==> src/rtl/i2cs_pkg.sv <==
package i2cs_pkg;
    localparam int BYTE_W = 8;
    localparam int HI_W   = 2;

    typedef enum logic [2:0] {
        S_IDLE, S_RXADR, S_RXADR2, S_RXDAT, S_ACK, S_HOLD, S_TXDAT, S_TXACK
    } slv_state_t;

    localparam logic [3:0] MD_S7    = 4'b0110;
    localparam logic [3:0] MD_S10   = 4'b0111;
    localparam logic [3:0] MD_MSKSEL = 4'b1001;
    localparam logic [3:0] MD_S7I   = 4'b1110;
    localparam logic [3:0] MD_S10I  = 4'b1111;

    localparam logic [1:0] RA_CTRL = 2'd0;
    localparam logic [1:0] RA_DATA = 2'd1;
    localparam logic [1:0] RA_ADDR = 2'd2;
    localparam logic [1:0] RA_AHI  = 2'd3;
endpackage

==> src/rtl/i2c_line_sync.sv <==
module i2c_line_sync #(
    parameter int STAGES = 2
) (
    input  logic clk,
    input  logic rst_n,
    input  logic scl_pin,
    input  logic sda_pin,
    output logic scl_s,
    output logic sda_s,
    output logic scl_rise,
    output logic scl_fall,
    output logic start_det,
    output logic stop_det
);
    localparam int NLINES = 2;

    logic [NLINES-1:0] pins;
    logic [NLINES-1:0] synced;
    logic              scl_d, sda_d;

    assign pins = {sda_pin, scl_pin};

    for (genvar g = 0; g < NLINES; g++) begin : g_line
        logic [STAGES-1:0] chain;
        always_ff @(posedge clk or negedge rst_n) begin
            if (!rst_n) chain <= '1;
            else        chain <= {chain[STAGES-2:0], pins[g]};
        end
        assign synced[g] = chain[STAGES-1];
    end

    always_ff @(posedge clk or negedge rst_n) begin
        if (!rst_n) begin
            scl_d <= 1'b1;
            sda_d <= 1'b1;
        end else begin
            scl_d <= synced[0];
            sda_d <= synced[1];
        end
    end

    assign scl_s     = synced[0];
    assign sda_s     = synced[1];
    assign scl_rise  = scl_s & ~scl_d;
    assign scl_fall  = ~scl_s & scl_d;
    assign start_det = scl_s & scl_d & sda_d & ~sda_s;
    assign stop_det  = scl_s & scl_d & ~sda_d & sda_s;
endmodule

==> src/rtl/i2c_addr_match.sv <==
module i2c_addr_match
    import i2cs_pkg::*;
(
    input  logic [BYTE_W-1:0] rx_byte,
    input  logic [BYTE_W-1:0] own_lo,
    input  logic [HI_W-1:0]   own_hi,
    input  logic [BYTE_W-1:0] mask,
    input  logic              ten_bit,
    input  logic              second,
    input  logic              hi_ok,
    output logic              hit
);
    localparam logic [4:0] TEN_TAG = 5'b11110;

    always_comb begin
        if (!ten_bit)
            hit = ((rx_byte[BYTE_W-1:1] ^ own_lo[BYTE_W-2:0]) & mask[BYTE_W-2:0]) == '0;
        else if (second)
            hit = ((rx_byte ^ own_lo) & mask) == '0;
        else
            hit = (rx_byte[7:3] == TEN_TAG) && (rx_byte[2:1] == own_hi)
                  && (!rx_byte[0] || hi_ok);
    end
endmodule

==> src/rtl/i2c_slave_port.sv <==
module i2c_slave_port
    import i2cs_pkg::*;
#(
    parameter int               SYNC_STAGES = 2,
    parameter logic [BYTE_W-1:0] MASK_RST   = 8'hFF
) (
    input  logic        clk,
    input  logic        rst_n,
    input  logic        reg_wr,
    input  logic        reg_rd,
    input  logic [1:0]  reg_addr,
    input  logic [7:0]  reg_wdata,
    output logic [7:0]  reg_rdata,
    input  logic        scl_i,
    input  logic        sda_i,
    output logic        scl_oe,
    output logic        sda_oe,
    output logic        port_en,
    output logic        irq
);
    localparam int CNT_W = $clog2(BYTE_W + 1);

    logic scl_s, sda_s, scl_rise, scl_fall, start_det, stop_det;
    logic [3:0] mode;
    logic en_q, ckp_q, wcol_q, ov_q, buf_full, hi_ok, m_ack, irq_q, hit;
    logic [BYTE_W-1:0] buf_q, own_lo, mask_q, shreg, txsh;
    logic [HI_W-1:0]   own_hi;
    logic [CNT_W-1:0]  bitcnt;
    slv_state_t st, st_n, nxt, nxt_n;
    logic ack_evt, tx_ack_evt, hold_evt, leave_hold, store_evt, ovf_evt, hi_set, hi_clr;
    logic slave_on, ten_bit, byte_done;

    i2c_line_sync #(.STAGES(SYNC_STAGES)) sync_i (
        .clk(clk), .rst_n(rst_n), .scl_pin(scl_i), .sda_pin(sda_i),
        .scl_s(scl_s), .sda_s(sda_s), .scl_rise(scl_rise), .scl_fall(scl_fall),
        .start_det(start_det), .stop_det(stop_det)
    );

    i2c_addr_match match_i (
        .rx_byte(shreg), .own_lo(own_lo), .own_hi(own_hi), .mask(mask_q),
        .ten_bit(ten_bit), .second(st == S_RXADR2), .hi_ok(hi_ok), .hit(hit)
    );

    assign slave_on  = en_q && (mode == MD_S7 || mode == MD_S10 ||
                                mode == MD_S7I || mode == MD_S10I);
    assign ten_bit   = mode[0];
    assign byte_done = (bitcnt == CNT_W'(BYTE_W));

    // next-state logic
    always_comb begin
        st_n = st; nxt_n = nxt;
        ack_evt = 1'b0; tx_ack_evt = 1'b0; hold_evt = 1'b0; leave_hold = 1'b0;
        store_evt = 1'b0; ovf_evt = 1'b0; hi_set = 1'b0; hi_clr = 1'b0;
        if (!slave_on) begin
            st_n = S_IDLE; hi_clr = 1'b1;
        end else if (stop_det) begin
            st_n = S_IDLE; hi_clr = 1'b1;
        end else if (start_det) begin
            st_n = S_RXADR;
        end else begin
            unique case (st)
                S_IDLE: ;
                S_RXADR: if (scl_fall && byte_done) begin
                    if (hit) begin
                        st_n = S_ACK; ack_evt = 1'b1;
                        if (ten_bit && !shreg[0]) begin
                            nxt_n = S_RXADR2; hi_clr = 1'b1;
                        end else begin
                            nxt_n = shreg[0] ? S_TXDAT : S_RXDAT;
                        end
                    end else st_n = S_IDLE;
                end
                S_RXADR2: if (scl_fall && byte_done) begin
                    if (hit) begin
                        st_n = S_ACK; ack_evt = 1'b1; nxt_n = S_RXDAT; hi_set = 1'b1;
                    end else st_n = S_IDLE;
                end
                S_RXDAT: if (scl_fall && byte_done) begin
                    if (buf_full) begin
                        st_n = S_IDLE; ovf_evt = 1'b1;
                    end else begin
                        st_n = S_ACK; ack_evt = 1'b1; store_evt = 1'b1; nxt_n = S_RXDAT;
                    end
                end
                S_ACK: if (scl_fall) begin
                    st_n = S_HOLD; hold_evt = 1'b1;
                end
                S_HOLD: if (ckp_q) begin
                    st_n = nxt; leave_hold = 1'b1;
                end
                S_TXDAT: if (scl_fall && byte_done) st_n = S_TXACK;
                S_TXACK: if (scl_fall) begin
                    if (m_ack) begin
                        st_n = S_HOLD; nxt_n = S_TXDAT; hold_evt = 1'b1; tx_ack_evt = 1'b1;
                    end else st_n = S_IDLE;
                end
            endcase
        end
    end

    // state register
    always_ff @(posedge clk or negedge rst_n) begin
        if (!rst_n) begin
            st  <= S_IDLE;
            nxt <= S_IDLE;
        end else begin
            st  <= st_n;
            nxt <= nxt_n;
        end
    end

    // datapath and software registers
    always_ff @(posedge clk or negedge rst_n) begin
        if (!rst_n) begin
            mode <= '0; en_q <= 1'b0; ckp_q <= 1'b0; wcol_q <= 1'b0; ov_q <= 1'b0;
            buf_q <= '0; own_lo <= '0; own_hi <= '0; mask_q <= MASK_RST;
            shreg <= '0; txsh <= '0; bitcnt <= '0;
            buf_full <= 1'b0; hi_ok <= 1'b0; m_ack <= 1'b0; irq_q <= 1'b0;
        end else begin
            irq_q <= ack_evt || tx_ack_evt ||
                     (slave_on && mode[3] && (start_det || stop_det));
            if (scl_rise && (st == S_RXADR || st == S_RXADR2 || st == S_RXDAT)) begin
                shreg  <= {shreg[BYTE_W-2:0], sda_s};
                bitcnt <= bitcnt + 1'b1;
            end
            if (scl_rise && st == S_TXDAT) bitcnt <= bitcnt + 1'b1;
            if (scl_fall && st == S_TXDAT && !byte_done) txsh <= {txsh[BYTE_W-2:0], 1'b0};
            if (scl_rise && st == S_TXACK) m_ack <= !sda_s;
            if (start_det || leave_hold) bitcnt <= '0;
            if (leave_hold && nxt == S_TXDAT) txsh <= buf_q;
            if (hi_clr) hi_ok <= 1'b0;
            if (hi_set) hi_ok <= 1'b1;
            if (hold_evt) ckp_q <= 1'b0;
            if (reg_rd && reg_addr == RA_DATA) buf_full <= 1'b0;
            if (reg_wr) begin
                unique case (reg_addr)
                    RA_CTRL: {wcol_q, ov_q, en_q, ckp_q, mode} <= reg_wdata;
                    RA_DATA: if (st == S_TXDAT) wcol_q <= 1'b1;
                             else               buf_q  <= reg_wdata;
                    RA_ADDR: if (mode == MD_MSKSEL) mask_q <= reg_wdata;
                             else                   own_lo <= reg_wdata;
                    RA_AHI:  own_hi <= reg_wdata[HI_W-1:0];
                endcase
            end
            if (store_evt) begin
                buf_q    <= shreg;
                buf_full <= 1'b1;
            end
            if (ovf_evt) ov_q <= 1'b1;
        end
    end

    // outputs
    always_comb begin
        unique case (reg_addr)
            RA_CTRL: reg_rdata = {wcol_q, ov_q, en_q, ckp_q, mode};
            RA_DATA: reg_rdata = buf_q;
            RA_ADDR: reg_rdata = (mode == MD_MSKSEL) ? mask_q : own_lo;
            RA_AHI:  reg_rdata = {{(BYTE_W-HI_W){1'b0}}, own_hi};
        endcase
        scl_oe  = slave_on && (st == S_HOLD) && !ckp_q;
        sda_oe  = slave_on && ((st == S_ACK) || (st == S_TXDAT && !txsh[BYTE_W-1]));
        port_en = en_q;
        irq     = irq_q;
    end
endmodule

==> config.mk <==
export PLATFORM = sky130hd
export DESIGN_NAME = i2c_slave_port
export DESIGN_NICKNAME = d
export VERILOG_FILES = /design/src/rtl/i2cs_pkg.sv /design/src/rtl/i2c_line_sync.sv /design/src/rtl/i2c_addr_match.sv /design/src/rtl/i2c_slave_port.sv
export SDC_FILE = /design/constraint.sdc
export NUM_CORES = 1
export LEC_CHECK = 0
export CAP_MARGIN = 20
export CORE_AREA = 4 4 129 69
export DETAILED_ROUTE_END_ITERATION = 8
export DIE_AREA = 0 0 133 73
export GPL_TIMING_DRIVEN = 0
export PLACE_DENSITY = 0.76
export SYNTH_ARGS = -nofsm -noshare
export SYNTH_HDL_FRONTEND = slang
export SYNTH_SLANG_ARGS = --single-unit
==> constraint.sdc <==
create_clock -name clk -period 3.2 [get_ports clk]
set_clock_uncertainty 0.15 [all_clocks]
set_input_delay 0.64 -clock clk [delete_from_list [all_inputs] [get_ports clk]]
set_output_delay 0.64 -clock clk [all_outputs]
set_load 0.01 [all_outputs]
=== Word level (Yosys, flattened, before mapping) ===
Cells that the tools add are included.

* Register bits after elaboration: 70
* Input port bits: 16

* Add/sub/neg operators: 1
* Equal/unequal tests: 36
* Mux-type cells: 94
* Bitwise logic cells: 18
* Reductions and logical operators: 57

{| class="wikitable"
|+ Operators by type and width
! cell !! number
|-
| 2-to-1 mux 3 bit || 22
|-
| 2-to-1 mux 1 bit || 56
|-
| 2-to-1 mux 8 bit || 7
|-
| one-hot mux 8 bit (4 select lines) || 1
|-
| inequality test 5 bit, second input constant || 5
|-
| inequality test 2 bit, second input constant || 10
|-
| logical AND 1 bit || 18
|-
| one-hot mux 3 bit (6 select lines) || 1
|-
| == test 4 bit, second input constant || 4
|-
| nonzero test 2 bit || 8
|-
| == test 3 bit, second input constant || 5
|-
| 2-to-1 mux 4 bit || 3
|-
| one-hot mux 3 bit (4 select lines) || 1
|-
| AND reduction 12 bit || 1
|-
| AND reduction 3 bit || 4
|-
| logical OR 1 bit || 11
|-
| inequality test 9 x 4 -> 1 bit, second input constant || 1
|-
| AND 8 bit || 1
|-
| == test 4 x 3 -> 1 bit, second input constant || 2
|-
| zero test 8 bit || 1
|-
| bitwise XOR 8 bit || 1
|-
| AND 1 bit || 7
|-
| AND 7 bit || 1
|-
| zero test 7 bit || 1
|-
| 18 further kinds || 34
|}

=== Logic depth before layout (Yosys ltp) ===
Gate-level depths: netlist of run 1.

* Word-level depth: 13
* Depth in mapped cells: 9
* Mapped depth without buffers: 8

=== Modules after synthesis ===
From an unflattened synthesis of run 1, not the netlist that was laid out.

* Cell total of the unflattened synthesis: 316
* Area total of the unflattened synthesis: 3,777.4 um^2

{| class="wikitable"
|+ Modules (own cells, without submodules)
! module !! times used !! cells each !! area each (um^2)
|-
| i2c_slave_port || 1 || 275 || 3,328.2
|-
| i2c_addr_match || 1 || 31 || 259.0
|-
| i2c_line_sync || 1 || 10 || 190.2
|}

=== Worst setup path after synthesis of run 1 ===
No wires, ideal clock.

* Path type: reg2out
* From: register mode[0]
* To: output reg_rdata[0]
* Data arrival time: 1.783 ns
* Setup slack: 0.627 ns
* Cell stages (with the launch flop): 6
* Path buffers: 1
* Path through: dfrtp_1 > inv_1 > nor4b_2 > buf_4 > mux2_2 > mux4_2

* Word-level cells in the longest chain between the ends: 3

{| class="wikitable"
|+ Ends and longest elaborated chain
! item !! line !! text
|-
| start: declaration || i2c_slave_port.sv:24 || <nowiki>logic [3:0] mode;</nowiki>
|-
| start signal: assignment || i2c_slave_port.sv:137 || <nowiki>RA_CTRL: {wcol_q, ov_q, en_q, ckp_q, mode} <= reg_wdata;</nowiki>
|-
| == test 4 bit || i2c_slave_port.sv:158 || <nowiki>RA_ADDR: reg_rdata = (mode == MD_MSKSEL) ? mask_q : own_lo;</nowiki>
|-
| 2-to-1 mux 8 bit || i2c_slave_port.sv:158 ||
|-
| one-hot mux 8 bit (4 select lines) (*) || i2c_slave_port.sv:155 || <nowiki>unique case (reg_addr)</nowiki>
|-
| end: declaration || i2c_slave_port.sv:13 || <nowiki>output logic [7:0] reg_rdata,</nowiki>
|}

Mark *: on every way between the ends. The rest lies on a longest branch, timed or not.

=== Final worst setup path of run 1 ===
* From: input reg_addr[1]
* To: output reg_rdata[6]

* Word-level cells in the longest chain between the ends: 2

{| class="wikitable"
|+ Ends and longest elaborated chain
! item !! line !! text
|-
| start: declaration || i2c_slave_port.sv:11 || <nowiki>input logic [1:0] reg_addr,</nowiki>
|-
| == test 2 bit (tied with other cells) || i2c_slave_port.sv:155 ||
|-
| one-hot mux 8 bit (4 select lines) (*) || i2c_slave_port.sv:155 ||
|}

Marked as above.

==> impl_metrics.toml, run 1 <==
[placement]
dpl-instance-area_sq_um = 4210
portBuffers = 26
dp_slack_ns = -0.194
hpwl_um = 7480
routabilityCongestion = 0.972

[logic_synthesis]
synth-seq-cells = 70
async_reset_ff_share_pct = 100
synth_cell_type_count = 64
syn_area_per_cell_sq_um = 11.1
synth_flop_cell = "dfrtp_1"
synthTopCellsByArea = "dfrtp_1 (37%), mux2_2 (9.8%), dfstp_2 (9.7%)"
syn_area_sq_um = 3810
syn_nets = 361
syn_inst = 343
yosysSeqAreaShare_pct = 46.4
synth-edff-count = 0
synth_top_area_share_pct = 36.8
synth_top_area_cell = "dfrtp_1"
yosys_warnings = 0

[sta]
drv_slew = 0
maxSlewHeadroom_pct = 40.2
period_minus_slack_ns = 3.13
tightest_slew_ns = 0.897
period_share_pct = 97.9
fin_ws_ns = 0.0662
finalSetupViolations = 0
max_freq_ghz = 0.319
hold_viol_final = 0
rsz0062_at_grt = "false"
fin_tns_setup_ns = 0

[floorplan]
io_pins = 28
dieArea_sq_um = 9710
start_util_pct = 48.9
die_y_um = 73
die_width_um = 133
coreArea_sq_um = 7800
fp-row-count = 23

[pwr]
p_leak_nw = 2.03
peakVddDrop_uv = 385
power_density_nw_per_um2 = 586

[setup_path]
required_ns = 2.41
worst_setup_path_end_kind = "output pin"
crit_path_start_kind = "input port"
cp.arrival_ns = 2.34
path_class = "in -> out"
crit_fanout = 10

[clock_network]
clockRootBuffer = "clkbuf_16"
clk_pin_slew_worst_paths_ns = 0.05
numCtsBuffers = 9
cts_tree = "yes"
cts.path.max_buffers = 2
clk_latency_ns = 0.34
cts.sinks = 70
ctsHoldBuffers = 0
htree_levels = 3

[final_layout]
nNetsFinal = 401
syn2layout_area_growth_pct = 20.2
drive_above_1_share_pct = 24.5
design_area_sq_um = 4580
final_cell_mix = "dfrtp_1 (56), mux2_2 (33), nand2_1 (26), clkdlybuf4s50_1 (23), mux2i_1 (21)"
diodes = 0
final_common_cell = "dfrtp_1"

[drt]
dr.pass1.iters = 5
wl_um = 10300
ant_nets = 0
vias = 2990
route.detailed.drc = 0
post_drt_wl_per_cell_um = 20.6
via_per_inst = 5.98
drt_iter0_markers = 299

[global_route]
track_usage_pct = 22.5
gr-total-overflow = 0
grt_pass1_wl_um = 16400
grt_pass1_vias = 2848
antenna_found_initial = 0
grt_max_degree = 71

[flow_run]
cap_violations = 0

[run_status]
run_status = "finished, final reports clean"

[hold_path]
worstHoldPathType = "reg -> reg"
## where the power goes
part	switching [W]	total [W]	internal, W
registers	0.000124	0.00113	0.00101
logic	0.000224	0.000445	0.000221
clock network	0.000382	0.00111	0.000724
total	0.000729	0.00268	0.00195
## metal layers
layer / vias to the layer above / wire length (um) / track usage (%)
met2: 143 / 3960 / 28.9
li1: 1351 / - / -
met5: - / 0 / 0
met3: 15 / 1130 / 7.44
met1: 1481 / 5110 / 35.3
met4: 0 / 96 / 5.76
## state kept, by name (all words and copies together), names as in the netlist, 2 cells and up
register             count
own_lo                   8
mode                     4
sync_i.g_line.chain      4
own_hi                   2
shreg                    8
st                       3
nxt                      3
txsh                     8
buf_q                    8
bitcnt                   4
mask_q                   8
## stage by stage
stage | instances | hold slack (ns) | power, W | util, %
finish | 500 | 0.204 | 0.00268 | 58.7
global route | 500 | 0.212 | 0.00277 | 58.7
CTS | 500 | 0.204 | 0.00268 | 58.5
detailed placement | 481 | 0.197 | 0.00156 | 54.0
global placement | 481 | 0.197 | 0.00155 | 54.0
floorplan | 343 | 0.194 | 0.00137 | -
## layout make-up
type	instances	area, sq um
buffer	12	72.6
clock buffer	11	253
clock inverter	5	81.3
timing repair buffer	29	280
fill	643	3220
multi-input combinational	255	1960
tap	112	140
sequential	70	1770
inverter	6	22.5
## what timing repair did
action                                  4_1_cts  5_1_grt
pin swaps                                     0        0
setup buffers                                 3        0
resized for setup                             5        8
endpoints found under the setup margin        8        8
## final timing paths
kind / from / to / slack, ns / depth (start not counted)
max in group asynchronous: rst_n / shreg[3]$_DFFE_PN0P_ / 2.03 / 1
min: sync_i.g_line[0].chain[0]$_DFF_PN1_ / sync_i.g_line[0].chain[1]$_DFF_PN1_ / 0.20 / 0
min reg2reg: sync_i.g_line[0].chain[0]$_DFF_PN1_ / sync_i.g_line[0].chain[1]$_DFF_PN1_ / 0.20 / 0
max: reg_addr[1] / reg_rdata[6] / 0.07 / 5
min in group asynchronous: rst_n / st[1]$_DFFE_PN0P_ / 0.25 / 1
max reg2reg: st[2]$_DFFE_PN0P_ / nxt[2]$_DFFE_PN0P_ / 0.62 / 7
## kinds of logic after synthesis
family | Yosys count | share of synthesized area, %
buffers and inverters | 18 | 2.33
DFF | 70 | 46.4
and+or+nand+nor | 95 | 14.2
xor gates and xnor gates | 21 | 4.83
AOI/OAI and AO/OA | 79 | 14.5
muxes | 58 | 17.0
adders and majority gates | 2 | 0.656
## cell usage after synthesis (4+ instances only)
cell	count
dfstp_2	14
nand3_1	8
a22o_1	7
o21ai_0	17
mux2i_1	21
dfrtp_1	56
a22oi_1	4
mux2_2	33
xor2_1	19
nor2_1	20
inv_1	6
o22ai_1	6
buf_2	4
nand2b_1	9
a21o_1	10
nand2_1	26
nor2b_1	4
a21oi_1	12
## worst max-delay path, stage by stage
cell and delay (ns):
clkdlybuf4s50_1 0.54, buf_4 0.21, nand2b_1 0.16, o22ai_1 0.22, clkdlybuf4s50_1 0.57
Power figures use the tool's default switching activity.
==> run 2, diff against run 1 <==
--- a/config.mk
+++ b/config.mk
@@ -6,11 +6,12 @@
 export NUM_CORES = 1
 export LEC_CHECK = 0
 export CAP_MARGIN = 20
-export CORE_AREA = 4 4 129 69
+export CORE_AREA = 4 4 128 69
 export DETAILED_ROUTE_END_ITERATION = 8
-export DIE_AREA = 0 0 133 73
+export DIE_AREA = 0 0 132 73
 export GPL_TIMING_DRIVEN = 0
 export PLACE_DENSITY = 0.76
 export SYNTH_ARGS = -nofsm -noshare
 export SYNTH_HDL_FRONTEND = slang
+export SYNTH_HIERARCHICAL = 1
 export SYNTH_SLANG_ARGS = --single-unit
==> impl_metrics.toml, run 2 <==
[run_status]
run_status = "finished, final reports clean"

[clock_network]
clk_latency_ns = 0.34
cts.path.max_buffers = 2
numCtsBuffers = 9
cts_tree = "yes"
ctsHoldBuffers = 0
clockRootBuffer = "clkbuf_16"
cts.sinks = 70
htree_levels = 3
clk_pin_slew_worst_paths_ns = 0.05

[sta]
rsz0062_at_grt = "false"
period_minus_slack_ns = 3.09
hold_viol_final = 0
finalSetupViolations = 0
drv_slew = 0
tightest_slew_ns = 0.943
max_freq_ghz = 0.324
maxSlewHeadroom_pct = 36.9
period_share_pct = 96.6

[floorplan]
coreArea_sq_um = 7740
start_util_pct = 48.8
dieArea_sq_um = 9640
fp-row-count = 23
die_y_um = 73
die_width_um = 132
io_pins = 28

[logic_synthesis]
synth.area.mux_share_pct = 22.0
synth_xor_area_share_pct = 4.64
async_reset_ff_share_pct = 100
syn_inst = 316
synth_simple_gate_area_share_pct = 13.8
synth_compound_gate_area_share_pct = 9.94
synth_top_family_by_area = "multiplexers"
syn_nets = 334
synthAdderAreaFrac_pct = 0.662
yosysMostFrequentCell = "dfrtp_1"
ys_top_cells_by_count = "dfrtp_1 (56), mux2_2 (41), mux2i_1 (18), nand2_1 (18), xor2_1 (17)"
syn_area_per_cell_sq_um = 12.0
synth_top_area_cell = "dfrtp_1"
synth-seq-cells = 70
yosysSeqAreaShare_pct = 46.8
synth_cell_type_count = 57
syn_area_sq_um = 3780
synth_top_area_share_pct = 37.1
synth-edff-count = 0
synthTopCellsByArea = "dfrtp_1 (37%), mux2_2 (12%), dfstp_2 (9.7%)"
yosys_warnings = 6
synth_flop_cell = "dfrtp_1"

[placement]
portBuffers = 26
dpl-instance-area_sq_um = 4160
routabilityCongestion = 0.944
hpwl_um = 6910
place_inst = 442

[setup_path]
reg2regPathDepth = 12
crit_path_start_kind = "register"
worst_setup_path_end_kind = "output pin"
path_class = "reg -> out"
required_ns = 2.41
timing.rr.start = "st[2]$_DFFE_PN0P_"
crit_start = "mode[1]$_DFFE_PN0P_"
cp.arrival_ns = 2.30
crit_fanout = 4

[final_layout]
diodes = 0
final_cell_mix = "dfrtp_1 (53), mux2_2 (41), clkdlybuf4s50_1 (22), mux2i_1 (18), nand2_1 (18)"
stdcell_count = 458
final_common_cell = "dfrtp_1"
nNetsFinal = 371
drive_above_1_share_pct = 30.2
design_area_sq_um = 4510
syn2layout_area_growth_pct = 19.3

[global_route]
gr-total-overflow = 0
track_usage_pct = 21.1
grt_max_degree = 71
antenna_found_initial = 0
grt_pass1_vias = 2709
grt_pass1_wl_um = 15300

[hold_path]
hold_start = "sync_i/g_line[1].chain[0]$_DFF_PN1_"
whs_path_depth = 0
worstHoldPathType = "reg -> reg"

[drt]
ant_nets = 0
wl_um = 9550
vias = 2730
post_drt_wl_per_cell_um = 20.8
drt_iter0_markers = 266
dr.pass1.iters = 5
via_per_inst = 5.96
route.detailed.drc = 0

[pwr]
p_leak_nw = 1.93
peakVddDrop_uv = 377
power_density_nw_per_um2 = 576

[flow_run]
cap_violations = 0
## run 2: cell count changes in the layout (fill, tap and decap cells not counted), moves of 4 or more
cell	before	now
a21oi_1	12	8
buf_4	7	3
nand2b_1	9	5
nor3_1	2	8
mux2_4	0	8
a21o_1	10	5
o21ai_0	17	13
nand2_1	26	18
mux2_2	33	41
nor2_1	20	7
## run 2: layout make-up
| type | count | area, sq um |
|---|---|---|
| Clock buffer | 11 | 243 |
| Clock inverter | 5 | 60.1 |
| Timing Repair Buffer | 27 | 262 |
| Buffer | 11 | 73.8 |
| Inverter | 5 | 18.8 |
| Tap cell | 100 | 125 |
| Sequential cell | 70 | 1770 |
| Multi-Input combinational cell | 229 | 1950 |
| Fill cell | 619 | 3230 |
## run 2: final timing paths
kind,endpoint,slack [ns]
max,reg_rdata[1],0.11
min,sync_i/g_line[1].chain[1]$_DFF_PN1_,0.21
max reg2reg,nxt[2]$_DFFE_PN0P_,0.13
min reg2reg,sync_i/g_line[1].chain[1]$_DFF_PN1_,0.21
max in group asynchronous,st[1]$_DFFE_PN0P_,2.00
min in group asynchronous,nxt[1]$_DFFE_PN0P_,0.27
## run 2: what timing repair did
item,4_1_cts,5_1_grt
setup buffers,1,0
setup endpoints to repair,11,10
gates cloned,0,0
resized for setup,10,6
pin swaps,0,1
## run 2: kinds of logic (layout without fill, tap and decap cells)
logic type | Yosys count | count (layout)
flip-flops | 70 | 70
XOR/XNOR | 20 | 20
AND/OR/NAND/NOR | 81 | 81
AO/OA/AOI/OAI | 55 | 55
adder cells (fa/ha/maj) | 2 | 2
buffers and inverters | 17 | 59
multiplexers | 71 | 71
## run 2: layer usage
| layer | GRT usage, % | part of all wire (%) | vias to the layer above |
|---|---|---|---|
| met4 | 5.01 | 0.94 | 0 |
| met5 | 0 | 0 | - |
| met2 | 27.8 | 39 | 94 |
| met1 | 32.4 | 53 | 1373 |
| met3 | 7.51 | 7.6 | 10 |
| li1 | - | - | 1253 |
## run 2: stage by stage
stage | setup slack [ns] | TNS, ns | total power (W) | hold slack (ns) | utilization [%]
6_report | 0.109 | 0 | 0.00260 | 0.206 | 58.2
5_1_grt | 0.0157 | 0 | 0.00270 | 0.210 | 58.2
4_1_cts | 0.0237 | 0 | 0.00261 | 0.208 | 58.1
3_5_place_dp | -0.354 | -2.55 | 0.00159 | 0.200 | 53.7
3_3_place_gp | -1.04 | -63.50 | 0.00157 | 0.197 | 53.8
2_1_floorplan | 0.530 | 0 | 0.00140 | 0.194 | -
## run 2: power breakdown
group / switching, W / internal (W)
clock: 0.000381 / 0.000625
sequential: 0.000135 / 0.00101
combinational: 0.000189 / 0.000257
## run 2: critical path: stages (launching register included)
cell           delay (ns)
dfrtp_1              0.45
and4bb_1             0.30
buf_6                0.14
mux2_1               0.33
mux4_2               0.44
dlygate4sd2_1        0.30
==> run 3, diff against run 2 <==
--- a/config.mk
+++ b/config.mk
@@ -9,7 +9,8 @@
 export CORE_AREA = 4 4 128 69
 export DETAILED_ROUTE_END_ITERATION = 8
 export DIE_AREA = 0 0 132 73
-export GPL_TIMING_DRIVEN = 0
+export HOLD_SLACK_MARGIN = 0.06
+export MAX_ROUTING_LAYER = met4
 export PLACE_DENSITY = 0.76
 export SYNTH_ARGS = -nofsm -noshare
 export SYNTH_HDL_FRONTEND = slang
==> impl_metrics.toml, run 3 (synthesized netlist as in run 2, its figures left out) <==
[setup_path]
rr_endpoint = "nxt[2]$_DFFE_PN0P_"
worst_setup_path_end_kind = "output pin"
rrSetupSlack_ns = 0.34
timing.rr.start = "shreg[5]$_DFFE_PN0P_"
reg2regPathDepth = 9
crit_fanout = 6
cp_slowest_stage_delay_ns = 0.61
crit_top_cell = "clkdlybuf4s50_1"
crit_path_start_kind = "input port"
cp.arrival_ns = 2.24
crit_chain = "clkdlybuf4s50_1 > nand2b_1 > o22ai_1 > clkdlybuf4s50_1"
path_class = "in -> out"
required_ns = 2.41
crit_slowest_cell = "clkdlybuf4s50_1"

[floorplan]
fp-row-count = 23
dieArea_sq_um = 9640
die_y_um = 73
die_width_um = 132
start_util_pct = 48.8
io_pins = 28
coreArea_sq_um = 7740

[final_layout]
syn2layout_area_growth_pct = 19.9
final_common_cell = "dfrtp_1"
drive_above_1_share_pct = 29.9
final_cell_mix = "dfrtp_1 (55), mux2_2 (41), clkdlybuf4s50_1 (24), mux2i_1 (18), nand2_1 (18)"
nNetsFinal = 374
stdcell_count = 461
diodes = 0

[clock_network]
clk_latency_ns = 0.33
cts.sinks = 70
cts_tree = "yes"
clockRootBuffer = "clkbuf_16"
numCtsBuffers = 9
ctsHoldBuffers = 0
cts.path.max_buffers = 2
htree_levels = 3
clk_pin_slew_worst_paths_ns = 0.05

[global_route]
gr-total-overflow = 0
track_usage_pct = 21.2
grt_pass1_vias = 2649
grt_pass1_wl_um = 14900
grt_max_degree = 43
antenna_found_initial = 0

[sta]
fin_tns_setup_ns = 0
max_freq_ghz = 0.330
tightest_slew_ns = 0.720
fin_ws_ns = 0.166
finalSetupViolations = 0
period_share_pct = 94.8
rsz0062_at_grt = "false"
drv_slew = 0
hold_viol_final = 0
period_minus_slack_ns = 3.03
maxSlewHeadroom_pct = 52.0

[drt]
route.detailed.drc = 0
via_per_inst = 6.07
dr.pass1.iters = 5
drt_iter0_markers = 306
post_drt_wl_per_cell_um = 20.5
ant_nets = 0
wl_um = 9440
vias = 2796

[flow_run]
cap_violations = 0

[pwr]
combPwrFrac_pct = 17.5
p_leak_nw = 1.96
pwr-share-clk_pct = 38.7
switching_share_pct = 26.2
pwr-share-seq_pct = 43.8
power_w = 0.00260
power_density_nw_per_um2 = 575
switchingPower_w = 0.000683
peakVddDrop_uv = 310
intPower_w = 0.00192

[hold_path]
whs_path_depth = 0
hold_start = "sync_i/g_line[1].chain[0]$_DFF_PN1_"
min_to = "sync_i/g_line[1].chain[1]$_DFF_PN1_"
worstHoldPathType = "reg -> reg"

[run_status]
run_status = "finished, final reports clean"

[placement]
hpwl_um = 7100
portBuffers = 27
routabilityCongestion = 0.931
place_inst = 445
dp_slack_ns = 0.104
[run 3: changes by cell type in the layout (fill, tap and decap cells not counted), moves of 2 or more]
cell             previous run  this run
clkbuf_4                    2         0
dfrtp_2                     3         1
clkbuf_1                    4         2
dlygate4sd2_1               3         1
dfrtp_1                    53        55
clkdlybuf4s50_1            22        24
buf_4                       3        13
clkinv_4                    2         0
[run 3: worst max-delay path: cells and delay by family]
family,cells,cell delay [ns]
AO/OA/AOI/OAI,1,0.21
buffers and inverters,2,1.18
AND/OR/NAND/NOR,1,0.21
[run 3: repair_timing]
| action | 4_1_cts | 5_1_grt |
|---|---|---|
| endpoints found under the setup margin | 2 | 1 |
| gates resized for setup | 1 | 3 |
| cloned | 0 | 0 |
| setup buffers | 0 | 0 |
| pin swaps | 1 | 1 |
[run 3: layer usage]
layer	vias up	track usage [%]	routed length [um]
li1	1266	-	-
met1	1385	31.4	4680
met2	134	25.8	3610
met3	11	7.85	1040
met4	0	7.45	102
met5	-	-	0
[run 3: metrics by stage]
step	instance area, sq um	hold slack [ns]	utilization (%)
after global routing	4530	0.212	58.5
after floorplan	3780	0.194	-
after global placement	4220	0.196	54.6
final	4530	0.207	58.5
after detailed placement	4220	0.201	54.6
after CTS	4530	0.208	58.5
[run 3: area by class of cell]
class                           instances  area [sq um]
Multi-Input combinational cell        229          1930
Fill cell                             626          3210
Tap cell                              100           125
Sequential cell                        70          1770
Timing Repair Buffer                   41           384
Clock buffer                           13           260
Clock inverter                          3          42.5
Inverter                                5          18.8
[run 3: power by group through the flow]
stage                     Sequential, W  Combinational, W  Clock [W]
after floorplan                 0.00110          0.000299          0
after global routing            0.00115          0.000492    0.00106
final                           0.00114          0.000455    0.00101
after detailed placement        0.00115          0.000456          0
after global placement          0.00115          0.000442          0
after CTS                       0.00114          0.000456    0.00102
[run 3: worst max-delay path by stage]
| stage | to | slack (ns) | startpoint | cells after the start |
|---|---|---|---|---|
| 2_1_floorplan | nxt[0]$_DFFE_PN0P_ | 0.53 | st[2]$_DFFE_PN0P_ | 12 |
| 3_3_place_gp | reg_rdata[1] | 0.14 | reg_addr[1] | 3 |
| 3_5_place_dp | reg_rdata[0] | 0.10 | reg_addr[1] | 3 |
| 4_1_cts | reg_rdata[1] | 0.01 | mode[2]$_DFFE_PN0P_ | 4 |
| 5_1_grt | reg_rdata[4] | 0.08 | reg_addr[1] | 4 |
| 6_report | reg_rdata[6] | 0.17 | reg_addr[1] | 4 |
